===== config.mk =====
export PLATFORM = sky130hd
export DESIGN_NAME = sector_lock_ctrl
export DESIGN_NICKNAME = d
export VERILOG_FILES = /design/src/rtl/sector_lock_ctrl.sv
export SDC_FILE = /design/constraint.sdc
export NUM_CORES = 1
export LEC_CHECK = 0
export CAP_MARGIN = 20
export CORE_MARGIN = 2
export CORE_UTILIZATION = 30
export CTS_CLUSTER_DIAMETER = 200
export DETAILED_ROUTE_END_ITERATION = 12
export DONT_BUFFER_PORTS = 1
export GPL_TIMING_DRIVEN = 0
export MAX_ROUTING_LAYER = met4
export PLACE_DENSITY = 0.46
export SKIP_LAST_GASP = 1
export SLEW_MARGIN = 5
export SYNTH_ARGS = -nofsm -noshare
export SYNTH_HDL_FRONTEND = slang
export SYNTH_SLANG_ARGS = --single-unit

===== constraint.sdc =====
create_clock -name clk -period 2.8 [get_ports clk]
set_clock_uncertainty 0.05 [all_clocks]
set_input_delay 0.56 -clock clk [delete_from_list [all_inputs] [get_ports clk]]
set_output_delay 0.56 -clock clk [all_outputs]
set_load 0.005 [all_outputs]

===== src/rtl/sector_lock_ctrl.sv =====
module sector_lock_ctrl #(
  parameter int NUM_SECT = 71,
  localparam int SW = (NUM_SECT > 1) ? $clog2(NUM_SECT) : 1
) (
  input  logic          clk,
  input  logic          rst_n,
  input  logic          cmd_valid,
  input  logic [7:0]    cmd_data,
  input  logic [SW-1:0] cmd_sector,
  input  logic          wp_pin,
  input  logic          vpp_ok,
  input  logic [SW-1:0] qry_sector,
  output logic          pe_allowed,
  output logic [1:0]    lock_status,
  output logic          cmd_err
);

  localparam logic [7:0] OP_PREFIX = 8'h60;
  localparam logic [7:0] OP_UNLOCK = 8'hD0;
  localparam logic [7:0] OP_SOFT   = 8'h01;
  localparam logic [7:0] OP_HARD   = 8'h2F;
  localparam logic [SW:0] SECT_LIM = (SW+1)'(NUM_SECT);

  logic                armed_q;
  logic                err_q;
  logic [NUM_SECT-1:0] soft_q;
  logic [NUM_SECT-1:0] hard_q;
  logic [NUM_SECT-1:0] hit;

  wire second   = cmd_valid & armed_q;
  wire op_un    = cmd_data == OP_UNLOCK;
  wire op_so    = cmd_data == OP_SOFT;
  wire op_ha    = cmd_data == OP_HARD;
  wire op_known = op_un | op_so | op_ha;
  wire cmd_rng  = {1'b0, cmd_sector} < SECT_LIM;
  wire qry_rng  = {1'b0, qry_sector} < SECT_LIM;

  for (genvar i = 0; i < NUM_SECT; i++) begin : g_hit
    assign hit[i] = second & cmd_rng & (cmd_sector == SW'(i));
  end

  always_ff @(posedge clk) begin
    if (!rst_n) begin
      armed_q <= 1'b0;
      err_q   <= 1'b0;
    end else begin
      err_q <= second & ~op_known;
      if (cmd_valid) armed_q <= ~armed_q & (cmd_data == OP_PREFIX);
    end
  end

  always_ff @(posedge clk) begin
    if (!rst_n) begin
      soft_q <= '1;
      hard_q <= '0;
    end else begin
      for (int i = 0; i < NUM_SECT; i++) begin
        if (hit[i]) begin
          if (op_un && !(hard_q[i] && !wp_pin)) soft_q[i] <= 1'b0;
          if (op_so) soft_q[i] <= 1'b1;
          if (op_ha) begin
            soft_q[i] <= 1'b1;
            hard_q[i] <= 1'b1;
          end
        end
      end
    end
  end

  wire q_soft = qry_rng & soft_q[qry_sector];
  wire q_hard = qry_rng & hard_q[qry_sector];

  assign lock_status = {q_hard, q_soft};
  assign pe_allowed  = vpp_ok & qry_rng & ~q_soft & ~(q_hard & ~wp_pin);
  assign cmd_err     = err_q;

endmodule


==> summary.md <==
| Metric | Value |
|---|---|
| Outcome | finished with violations |
| Violated checks | setup timing |
| Class of the most critical setup path | in -> out |
| DR WL/cell | 19.9 um |
| Antenna violations before repair | 0 |
| Master cell of the clock root buffer | sky130_fd_sc_hd__clkbuf_16 |
| Number of slew-limit violations in the final report | 0 |
| Startpoint class of the critical path | input pin |
| Total global routing overflow | 0 |
| Initial core utilization | 30.7% |
| Post-Route Setup TNS | -0.357 ns |
| Sequential Area | 2880 um^2 |
| Highest-count cells in the layout ignoring fill and taps | sky130_fd_sc_hd__dfxtp_1, sky130_fd_sc_hd__o21ai_0, sky130_fd_sc_hd__nand2_1 |
| Layout overhead on the synthesized area | 19.7% |
| Critical Path End Type | output pin |
| Ratio of cells with drive above 1 in the final layout | 15.5% |
| Master of the slowest instance on the critical path | sky130_fd_sc_hd__mux4_2 |
| Weighted congestion reported at the end of routability-driven placement | 0.829 |
| Worst EP arrival | 2.36 ns |
| Clock-pin transition on the worst setup and hold timing paths | 0.06 ns |
| Top_reg_cell synth | sky130_fd_sc_hd__dfxtp_1 |
| Routed via count | 6555 |
| Post-layout net count | 944 |
| Die X-Extent | 159 um |
| Final Non-Filler Cells | 1248 |
| Std-Cell Core Area | 23600 um^2 |
| Overall Global Routing Usage | 20.5% |
| Setup slack on the worst flop-to-flop path | 0.49 ns |
| Largest area contributor in the synthesized netlist | sky130_fd_sc_hd__dfxtp_1 |
| Timing-limited maximum frequency | 337 MHz |
| Post-Syn Instances | 879 |
| TritonCTS buffer count | 17 |
| Transition time at the pin with the least slew margin | 0.909 ns |
| Seq/Total Area, Yosys | 39.8% |
| Pin count of the biggest net entering global routing | 17 |
| DIE AREA | 25400 um^2 |
| HPWL after detailed placement | 18.0 mm |
| Highest Signal Layer | met4 |
| Clock tree from TritonCTS | built |
| Share of async-settable or async-resettable flops after synthesis | 0% |
| Power per unit of standard cell area | 568 nW/um^2 |
| DR DRC count | 0 |
| Post-route setup slack | -0.167 ns |
| Drt pass-1 iters | 6 |
| Routed length on met1 | 11.9 mm |
| Crit path time final | 2.97 ns |
| Worst-path cell chain | buf_12, buf_12, buf_6, mux4_2, o211ai_1, a21oi_2, o31ai_4, a32oi_2, a21oi_2 |
| Worst ir drop on vdd | 0.451 mV |
| Via count of the first global-routing pass | 6337 |
| Required time at the endpoint of the critical path | 2.19 ns |
| Die height | 159 um |
| Syn_nets | 906 |
| Worst-path maximum fanout | 8 |
| Most common cell after layout, fill and taps aside | sky130_fd_sc_hd__dfxtp_1 |
| Distinct cells, synth | 52 |
| DRC marker count from the first detailed-route iteration | 434 |
| Wire length of the first global-routing pass | 38.6 mm |
| Area used by multi-input combinational logic | 3930 um^2 |
| Number of I/O port buffers | 0 |
| Setup repair after global routing missed its margin | yes |
| Max_slew headroom | 39.4% |
| Yosys synthesis warning count | 0 |
| Count of fill cells added during filler insertion | 2481 |
| Number of H-tree levels | 4 |
| Share of the clock period used by the worst path after layout | 106% |
| Worst stage delay on the critical path | 0.48 ns |
| Most area-consuming cells after synthesis | sky130_fd_sc_hd__dfxtp_1, sky130_fd_sc_hd__o21ai_0, sky130_fd_sc_hd__mux4_2, sky130_fd_sc_hd__nor2b_1, sky130_fd_sc_hd__a21oi_1 |
| Number of enable-type register cells in the synthesized netlist | 0 |
| Area of the mapped netlist | 7240 um^2 |
| Max-capacitance violation count | 0 |
| Number of nets with antenna violations after routing | 0 |
| Clock sink count | 144 |
| Routed wire length | 24.8 mm |
| Number of placed I/O pins | 31 |
| Post-detailed-route via-to-cell ratio | 5.25 |
| Classification of the worst-slack hold path | in -> reg |
| Number of storage elements in the synthesis netlist | 144 |
| Post-Syn Area per Cell | 8.23 um^2 |
| # diodes | 0 |
| Maximum clock insertion buffer count | 2 |
| Total of endpoints with negative setup slack in the final report | 3 |
| Total number of placement rows | 56 |
| Final hold vios | 0 |
| Hold-fix buffers at CTS | 0 |
| Cell count after placement | 1198 |
| Clock network latency to the later pin of the worst-skew pair | 0.43 ns |
| Met3 Routed Length | 1.13 mm |
| Share of the synthesized area in the top cell type | 39.8% |
| Static Leak | 2.64 nW |
| Detail Route met2 WL | 11.3 mm |
per-layer routing:
layer,global-route usage [%],vias to the layer above
li1,-,3135
met1,27.4,3214
met2,31.8,176
met3,3.57,30
met4,5.99,0
met5,-,-
report_power, final:
group | internal, mW | leakage (nW) | switching (mW)
clock | 1.58 | 0.312 | 0.935
combinational | 0.131 | 1.16 | 0.222
sequential | 2.05 | 1.16 | 0.0000232
Yosys cell counts (2+ instances only):
cell type and number:
sky130_fd_sc_hd__nand2_1 80, sky130_fd_sc_hd__buf_6 3, sky130_fd_sc_hd__buf_4 3, sky130_fd_sc_hd__o211ai_1 7, sky130_fd_sc_hd__nand3_1 71, sky130_fd_sc_hd__nand2b_1 6, sky130_fd_sc_hd__nand4_1 6, sky130_fd_sc_hd__nor3_2 2
sky130_fd_sc_hd__or3_1 2, sky130_fd_sc_hd__inv_1 58, sky130_fd_sc_hd__nor4b_1 2, sky130_fd_sc_hd__or4_1 2, sky130_fd_sc_hd__mux2i_1 24, sky130_fd_sc_hd__a31oi_1 2, sky130_fd_sc_hd__buf_12 2, sky130_fd_sc_hd__nor3_1 5
sky130_fd_sc_hd__o311ai_1 4, sky130_fd_sc_hd__nor3b_1 2, sky130_fd_sc_hd__or2_2 5, sky130_fd_sc_hd__o21ai_1 22, sky130_fd_sc_hd__a21oi_2 2, sky130_fd_sc_hd__dfxtp_1 144, sky130_fd_sc_hd__nor2_1 30, sky130_fd_sc_hd__o21ai_0 110
sky130_fd_sc_hd__mux4_2 24, sky130_fd_sc_hd__a21oi_1 71, sky130_fd_sc_hd__nor2b_1 70, sky130_fd_sc_hd__a21o_1 15, sky130_fd_sc_hd__clkbuf_1 51, sky130_fd_sc_hd__a32oi_1 2, sky130_fd_sc_hd__nor2_2 5, sky130_fd_sc_hd__buf_2 12
sky130_fd_sc_hd__o21a_1 10, sky130_fd_sc_hd__nand3b_1 4, sky130_fd_sc_hd__a22oi_1 4
metrics by stage:
step	setup slack [ns]	area, um^2	power [mW]	util (%)	hold WS (ns)
floorplan	0.160	7240	2.29	-	0.392
global placement	-0.663	7640	2.39	32.3	0.410
detailed placement	-0.620	7640	2.39	32.3	0.414
CTS	-0.171	8540	4.92	36.2	0.262
global route	-0.215	8660	5.03	36.7	0.270
finish	-0.167	8660	4.92	36.7	0.268
cell families after synthesis:
family | after synthesis | synth area share (%)
mux | 50 | 11.3
flops | 144 | 39.8
compound gates | 257 | 20.0
simple gates | 296 | 20.9
buf+inv | 132 | 7.99
worst paths after layout:
check,startpoint,end,cells after the start
setup / recovery,qry_sector[0],pe_allowed,9
hold / removal,cmd_valid,cmd_err,2
setup reg to reg,armed_q,soft_q[19],8
hold reg to reg,soft_q[16],soft_q[16],2
state kept, by name (all words and copies together), names as in the netlist:
register / count
cmd_err: 1
armed_q: 1
soft_q: 71
hard_q: 71
repair_timing:
item | CTS | global route
pin swaps | 10 | 8
endpoints found under the setup margin | 3 | 3
resized for setup | 37 | 20
buffers inserted | 13 | 6
critical path: cells and delay by family:
family	cells	cell delay, ns
AOI/OAI and AO/OA	5	0.98
muxes	1	0.48
buffers and inverters	3	0.33
cell type report:
cell class                      count  share of cell area (%)
Sequential cell                   144                    33.3
Buffer                             73                    4.62
Multi-Input combinational cell    603                    45.4
Clock buffer                       22                    5.59
Clock inverter                      9                    1.79
Timing Repair Buffer               19                    2.15
Tap cell                          319                    4.61
Inverter                           59                    2.56
Power figures use the tool's default switching activity.
